`config.mk`:
```
export PLATFORM = sky130hd
export DESIGN_NAME = irq_sync_flagger
export DESIGN_NICKNAME = d
export VERILOG_FILES = /design/src/rtl/irq_sync_pkg.sv /design/src/rtl/irq_sync2.sv /design/src/rtl/irq_edge_pipe.sv /design/src/rtl/irq_flag_arb.sv /design/src/rtl/irq_sync_flagger.sv
export SDC_FILE = /design/constraint.sdc
export NUM_CORES = 1
export LEC_CHECK = 0
export ABC_AREA = 1
export ABC_CLOCK_PERIOD_IN_PS = 2540
export BUFFER_PORTS_ARGS = -buffer_cell sky130_fd_sc_hd__buf_2
export CORE_UTILIZATION = 54
export DETAILED_ROUTE_END_ITERATION = 8
export PLACE_DENSITY = 0.85
export SLEW_MARGIN = 20
export SYNTH_ARGS = -nofsm -noshare
export SYNTH_HDL_FRONTEND = slang
export SYNTH_SLANG_ARGS = --single-unit
```
`constraint.sdc`:
```
create_clock -name clk -period 2.54 [get_ports clk]
set_input_delay 0.381 -clock clk [delete_from_list [all_inputs] [get_ports clk]]
set_output_delay 0.381 -clock clk [all_outputs]
set_load 0.1 [all_outputs]
```
`src/rtl/irq_sync_pkg.sv`:
```
package irq_sync_pkg;
  localparam int unsigned N_MASK_DEF    = 4;
  localparam int unsigned FIRST_NUM_DEF = 4;
  localparam int unsigned POST_DLY_DEF  = 3;
  localparam int unsigned NMI_NUM_DEF   = 1;
  localparam int unsigned NUM_W_DEF     = 3;
endpackage

```
`src/rtl/irq_sync2.sv`:
```
module irq_sync2 #(
  parameter int unsigned W = 5
) (
  input  logic         clk,
  input  logic         rst_n,
  input  logic [W-1:0] async_i,
  output logic [W-1:0] sync_o
);
  logic [W-1:0] meta_q;
  logic [W-1:0] sync_q;

  always_ff @(posedge clk) begin
    if (!rst_n) begin
      meta_q <= '0;
      sync_q <= '0;
    end else begin
      meta_q <= async_i;
      sync_q <= meta_q;
    end
  end

  assign sync_o = sync_q;
endmodule

```
`src/rtl/irq_edge_pipe.sv`:
```
module irq_edge_pipe #(
  parameter int unsigned W   = 5,
  parameter int unsigned DLY = 3
) (
  input  logic         clk,
  input  logic         rst_n,
  input  logic [W-1:0] level_i,
  output logic [W-1:0] set_o
);
  localparam int unsigned STG = (DLY > 1) ? DLY - 1 : 1;

  logic [W-1:0] prev_q;
  logic [W-1:0] rise;

  always_ff @(posedge clk) begin
    if (!rst_n) prev_q <= '0;
    else        prev_q <= level_i;
  end

  assign rise = level_i & ~prev_q;

  generate
    if (DLY > 1) begin : g_delay
      logic [STG-1:0][W-1:0] stg_q;
      always_ff @(posedge clk) begin
        if (!rst_n) begin
          stg_q <= '0;
        end else begin
          stg_q[0] <= rise;
          for (int s = 1; s < int'(STG); s++) stg_q[s] <= stg_q[s-1];
        end
      end
      assign set_o = stg_q[STG-1];
    end else begin : g_direct
      assign set_o = rise;
    end
  endgenerate
endmodule

```
`src/rtl/irq_flag_arb.sv`:
```
module irq_flag_arb #(
  parameter int unsigned N_MASK    = 4,
  parameter int unsigned FIRST_NUM = 4,
  parameter int unsigned NMI_NUM   = 1,
  parameter int unsigned NUM_W     = 3
) (
  input  logic              clk,
  input  logic              rst_n,
  input  logic [N_MASK:0]   set_i,
  input  logic              glob_en_i,
  input  logic [N_MASK-1:0] src_en_i,
  output logic [N_MASK:0]   flag_o,
  output logic              ack_o,
  output logic [NUM_W-1:0]  num_o
);
  localparam int unsigned NSRC = N_MASK + 1;

  logic [NSRC-1:0] flag_q;
  logic [NSRC-1:0] elig;
  logic [NSRC-1:0] grant;
  logic [NUM_W-1:0] num_d;
  logic            ack_q;
  logic [NUM_W-1:0] num_q;

  always_comb begin
    elig[0] = flag_q[0];
    for (int i = 0; i < int'(N_MASK); i++)
      elig[i+1] = flag_q[i+1] & glob_en_i & src_en_i[i];
  end

  always_comb begin
    logic found;
    found = 1'b0;
    grant = '0;
    for (int i = 0; i < int'(NSRC); i++) begin
      if (elig[i] && !found) begin
        grant[i] = 1'b1;
        found    = 1'b1;
      end
    end
  end

  always_comb begin
    num_d = '0;
    if (grant[0]) num_d = NUM_W'(NMI_NUM);
    for (int i = 0; i < int'(N_MASK); i++)
      if (grant[i+1]) num_d = NUM_W'(FIRST_NUM + i);
  end

  always_ff @(posedge clk) begin
    if (!rst_n) begin
      flag_q <= '0;
      ack_q  <= 1'b0;
      num_q  <= '0;
    end else begin
      flag_q <= (flag_q & ~grant) | set_i;
      ack_q  <= |grant;
      num_q  <= num_d;
    end
  end

  assign flag_o = flag_q;
  assign ack_o  = ack_q;
  assign num_o  = num_q;
endmodule

```
`src/rtl/irq_sync_flagger.sv`:
```
module irq_sync_flagger
  import irq_sync_pkg::*;
#(
  parameter int unsigned N_MASK    = N_MASK_DEF,
  parameter int unsigned FIRST_NUM = FIRST_NUM_DEF,
  parameter int unsigned POST_DLY  = POST_DLY_DEF,
  parameter int unsigned NMI_NUM   = NMI_NUM_DEF,
  parameter int unsigned NUM_W     = NUM_W_DEF
) (
  input  logic              clk,
  input  logic              rst_n,
  input  logic [N_MASK-1:0] ext_irq_i,
  input  logic              nmi_i,
  input  logic              glob_en_i,
  input  logic [N_MASK-1:0] src_en_i,
  output logic              ack_o,
  output logic [NUM_W-1:0]  ack_num_o
);
  localparam int unsigned NSRC = N_MASK + 1;

  logic [NSRC-1:0] raw_lines;
  logic [NSRC-1:0] sync_q;
  logic [NSRC-1:0] set_pulse;
  logic [NSRC-1:0] flag_q;

  assign raw_lines = {ext_irq_i, nmi_i};

  irq_sync2 #(.W(NSRC)) u_sync (
    .clk     (clk),
    .rst_n   (rst_n),
    .async_i (raw_lines),
    .sync_o  (sync_q)
  );

  irq_edge_pipe #(.W(NSRC), .DLY(POST_DLY)) u_pipe (
    .clk     (clk),
    .rst_n   (rst_n),
    .level_i (sync_q),
    .set_o   (set_pulse)
  );

  irq_flag_arb #(
    .N_MASK    (N_MASK),
    .FIRST_NUM (FIRST_NUM),
    .NMI_NUM   (NMI_NUM),
    .NUM_W     (NUM_W)
  ) u_arb (
    .clk       (clk),
    .rst_n     (rst_n),
    .set_i     (set_pulse),
    .glob_en_i (glob_en_i),
    .src_en_i  (src_en_i),
    .flag_o    (flag_q),
    .ack_o     (ack_o),
    .num_o     (ack_num_o)
  );
endmodule

```
### Word-level counts from Yosys, hierarchy flattened

Cells that the tools add are included.

| word-level totals | value |
|---|---|
| register bits after elaboration | 34 |
| output and inout port bits | 4 |
| logic and storage cells | 43 |

| cells by class | value |
|---|---|
| multiplexer cells | 13 |
| bitwise gates (word level) | 13 |
| reduce and logical (&&, ||, !) cells | 9 |

Operator list:

| cell | number |
|---|---|
| 3-bit 2-to-1 mux | 4 |
| 5-bit AND | 2 |
| 5-bit inverter | 2 |
| 1-bit 2-to-1 mux | 9 |
| 1-bit AND | 8 |
| 5-bit bitwise OR | 1 |
| 5-bit OR reduction | 1 |
| 1-bit logical AND | 4 |
| 1-bit logical NOT | 4 |

### Depth between registers and ports, before layout

| logic depth | value |
|---|---|
| depth in word-level cells | 16 |
| gate-level depth with buffers | 6 |

### By module

From an unflattened synthesis, not the netlist that was laid out.

| unflattened totals | value |
|---|---|
| cells, all modules | 123 |
| area total of the unflattened synthesis | 1137.3 µm² |

Modules (own cells, without submodules):

| module | times used | cells each | area an instance (µm²) | sequential area each (µm²) |
|---|---|---|---|---|
| irq_edge_pipe | 1 | 46 | 467.9 | 300.3 |
| irq_flag_arb | 1 | 46 | 382.9 | 180.2 |
| irq_sync2 | 1 | 31 | 286.5 | 200.2 |

### Least setup slack after synthesis

OpenSTA, ideal clock, no wires.

| timing path | value |
|---|---|
| kind | register to output |
| start | register u_arb.num_q[0], in the netlist u_arb.num_o[0] |
| end | output port ack_num_o[0] |
| data arrival time | 909 ps |
| slack | 1250 ps |
| cell stages (with the launch flop) | 1 |
| buffers on the path | 0 |
| cell sequence | dfxtp_1 |

RTL lines:

| item | RTL line | source |
|---|---|---|
| start: declaration | irq_flag_arb.sv:23 | `logic [NUM_W-1:0] num_q;` |
| start signal: assignment | irq_flag_arb.sv:58 | `num_q <= num_d;` |
| end: declaration | irq_sync_flagger.sv:17 | `output logic [NUM_W-1:0] ack_num_o` |

No word-level cell between the ends.

### Worst setup path in the final report

| timing path | value |
|---|---|
| start | register u_arb.ack_q, in the netlist u_arb.ack_o |
| end | output port ack_o |

RTL lines:

| item | RTL line | source |
|---|---|---|
| start: declaration | irq_flag_arb.sv:22 | `logic ack_q;` |
| start signal: assignment | irq_flag_arb.sv:57 | `ack_q <= \|grant;` |
| end: declaration | irq_sync_flagger.sv:16 | `output logic ack_o,` |

No word-level cell between the ends.

==> reports/qor.csv <==
stage,metric,value,unit
synth,register area share after synthesis,64.8,%
timing,fin crit period,1.42,ns
clock_tree,TritonCTS clock tree,built,
timing,Worst-Margin Slew,0.488,ns
clock_tree,clk_lat worst skew,0.31,ns
clock_tree,maximum clock path buffer count,2,
placed_design,Final HPWL DP,969,um
synth,Synth cell types,15,
timing,Final setup viols,0,
clock_tree,CTS clock-pin slew for the worst setup and hold paths,0.08,ns
setup_path,internal reg-to-reg setup slack,1.56,ns
synth,"count leader, synth",dfxtp_1,
setup_path,critical path type,reg -> out,
synth,Synth Register Bits,34,
route,# DRC,0,
synth,Syn Nets,130,
setup_path,Buf/Inv on CP,1,
global_routing,initial antenna violation count,0,
timing,final period utilization,56.1,%
clock_tree,# clock sinks,34,
clock_tree,post_cts resized,0,
global_routing,GRT Util Overall,15.5,%
route,DRT iter0 DRCs,1,
global_routing,total congestion overflow,0,
global_routing,vias in the first global route,592,
setup_path,R2R cell count,5,
setup_path,CP required,2.16,ns
cells_and_area,fin nets,150,
route,Avg Vias per Cell,4.27,
floorplanning,Top-Level Pins,16,
floorplanning,die area,2130,um2
synth,share of synthesized registers carrying an async set or reset,0,%
setup_path,crit path max-delay cell type,buf_2,
synth,count of warnings emitted by yosys,0,
synth,"Top FF cell, synth",dfxtp_1,
power_and_ir_drop,leakage,0.669,nW
worst_hold_path,Hold Path Sink,u_sync.meta_q[2]$_SDFF_PN0_,
floorplanning,Die Y,46.1,um
timing,RSZ-0062 raised after global routing,false,
synth,Syn Std Cell Area,1050,um2
floorplanning,Initial Util,58.9,%
power_and_ir_drop,Max IR drop VDD,0.407,mV
synth,Post-synth top cells,"34 x dfxtp_1, 29 x inv_1, 24 x nand2_1",
clock_tree,CTS Buf Count,5,
clock_tree,Post-CTS Setup Bufs,0,
floorplanning,die width,46.1,um
cells_and_area,layout cell share with drive strength beyond 1,21.0,%
power_and_ir_drop,Tot Pwr,0.000842,W
synth,"area leader, netlist",dfxtp_1,
setup_path,CP top delay family,buffers and inverters,
route,Vias,696,
flow_run,Max Cap Violations,0,
timing,worst setup margin,1.12,ns
setup_path,"slowest stage delay, CP",0.41,ns
timing,setup TNS,0,ns
timing,Setup Skew,0.00128,ns
setup_path,endpoint type of the worst setup path,output port,
setup_path,reg2reg start,u_arb.flag_o[3]$_SDFF_PN0_,
setup_path,startpoint types,register,
synth,main area contributors after synthesis,"dfxtp_1 65%, inv_1 10%, nand2_1 8.6%",
placed_design,dpl ws,1.36,ns
timing,fmax,702,MHz
cells_and_area,multi-input logic area,253,um2
clock_tree,clock root cell,clkbuf_4,
timing,Final Hold Viols,0,
global_routing,first-pass GRT wire length,2180,um
worst_hold_path,number of cells on the worst hold path,3,
setup_path,"Cell Chain, Critical Path",buf_2,
route,wire per inst,8.01,um
placed_design,DP Area,1150,um2
placed_design,GP Congestion,0.734,
outcome,status,"finished, final reports clean",
timing,Max Slew Vio Count,0,
timing,Fin Hold WS,0.246,ns
synth,Synth top area share,64.8,%
floorplanning,Core Area,1780,um2
cells_and_area,fillcell total,154,
synth,cell count after synthesis,118,
setup_path,Max Fanout on Critical Path,1,
cells_and_area,Seq. cell area,681,um2
global_routing,largest net degree at the start of global routing,23,
setup_path,"Arr. time, crit path",1.04,ns
synth,"Avg Cell Area, Syn",8.91,um2
route,first-pass iteration count of the detailed router,2,
route,Routed Wire Length,1310,um
placed_design,Port Buffers,15,
route,antenna-violating nets left,0,
worst_hold_path,Worst Min Path Start,ext_irq_i[1],
synth,number of flops mapped to enable cells by yosys,0,
cells_and_area,Finished Cell Area,1190,um2
setup_path,R2R Path End,u_arb.ack_o$_SDFF_PN0_,
power_and_ir_drop,pwr/cell area,705,nW/um2
cells_and_area,Layout area overhead,13.6,%
clock_tree,H-tree levels,2,
worst_hold_path,HP Class,in -> reg,
cells_and_area,# diodes,0,
timing,slew margin rel.,67.7,%
floorplanning,# rows,15,
clock_tree,# hold bufs at CTS,0,
metrics by stage:
stage          util, %  cells
3_5_place_dp      64.4    156
5_1_grt           66.9    163
6_report          66.9    163
4_1_cts           66.9    163
3_3_place_gp      64.4    156
2_1_floorplan        -    118
cells by family after synthesis:
logic type	after synthesis	share of synthesized area [%]
buffers and inverters	31	11.2
DFF	34	64.8
AOI/OAI and AO/OA	10	5.48
and+or+nand+nor	43	18.6
flip-flops by register name, summed over array words and instances, names as in the netlist:
register and cells:
u_arb.num_o 3, u_sync.meta_q 5, u_arb.ack_o 1, u_sync.sync_o 5, u_pipe.g_delay.stg_q 5, u_pipe.set_o 5
u_pipe.prev_q 5, u_arb.flag_o 5
worst reg2reg max path, stage by stage, from the launching register on:
cell and delay [ns]:
dfxtp_1 0.34, nand2_1 0.08, nor2_4 0.13, nor2_2 0.07
o21ai_2 0.16, a21oi_1 0.09
power breakdown:
group | switching [W] | internal [W] | total [W]
sequential | 0.00000408 | 0.000548 | 0.000552
combinational | 0.0000253 | 0.0000131 | 0.0000384
clock | 0.000147 | 0.000104 | 0.000251
total | 0.000177 | 0.000665 | 0.000842
worst max-delay path by stage:
stage                               from                          to  slack, ns  depth (start not counted)
2_1_floorplan  u_arb.num_o[0]$_SDFF_PN0_                ack_num_o[0]       1.25                          0
3_3_place_gp                   glob_en_i  u_arb.flag_o[4]$_SDFF_PN0_       1.40                          7
3_5_place_dp                   glob_en_i      u_arb.ack_o$_SDFF_PN0_       1.36                          6
4_1_cts           u_arb.ack_o$_SDFF_PN0_                       ack_o       1.09                          1
5_1_grt           u_arb.ack_o$_SDFF_PN0_                       ack_o       1.06                          1
6_report          u_arb.ack_o$_SDFF_PN0_                       ack_o       1.12                          1
placed cells by master, fill, tap and decap left out:
cell,n
dfxtp_1,34
inv_1,29
nand2_1,24
buf_2,15
nor2_1,10
a21oi_1,6
clkbuf_4,5
nand2_2,3
nor2_4,2
nand3_1,2
o21ai_0,2
clkbuf_1,2
nor2_2,1
nand3_2,1
o21ai_2,1
a21oi_2,1
routing by layer:
metal / track usage (%) / up-vias / wire, um
li1: - / 380 / -
met1: 15.2 / 294 / 555
met2: 25.9 / 19 / 660
met3: 7.06 / 3 / 66
met4: 10.6 / 0 / 21
met5: 0 / - / 0
layout make-up:
| type | count | area share, % |
|---|---|---|
| timing repair buffer | 15 | 6.29 |
| inverter | 29 | 9.12 |
| sequential | 34 | 57.0 |
| tap | 25 | 2.62 |
| multi-input combinational | 53 | 21.2 |
| clock buffer | 7 | 3.77 |
No activity file was read; power rests on OpenSTA's default activity.
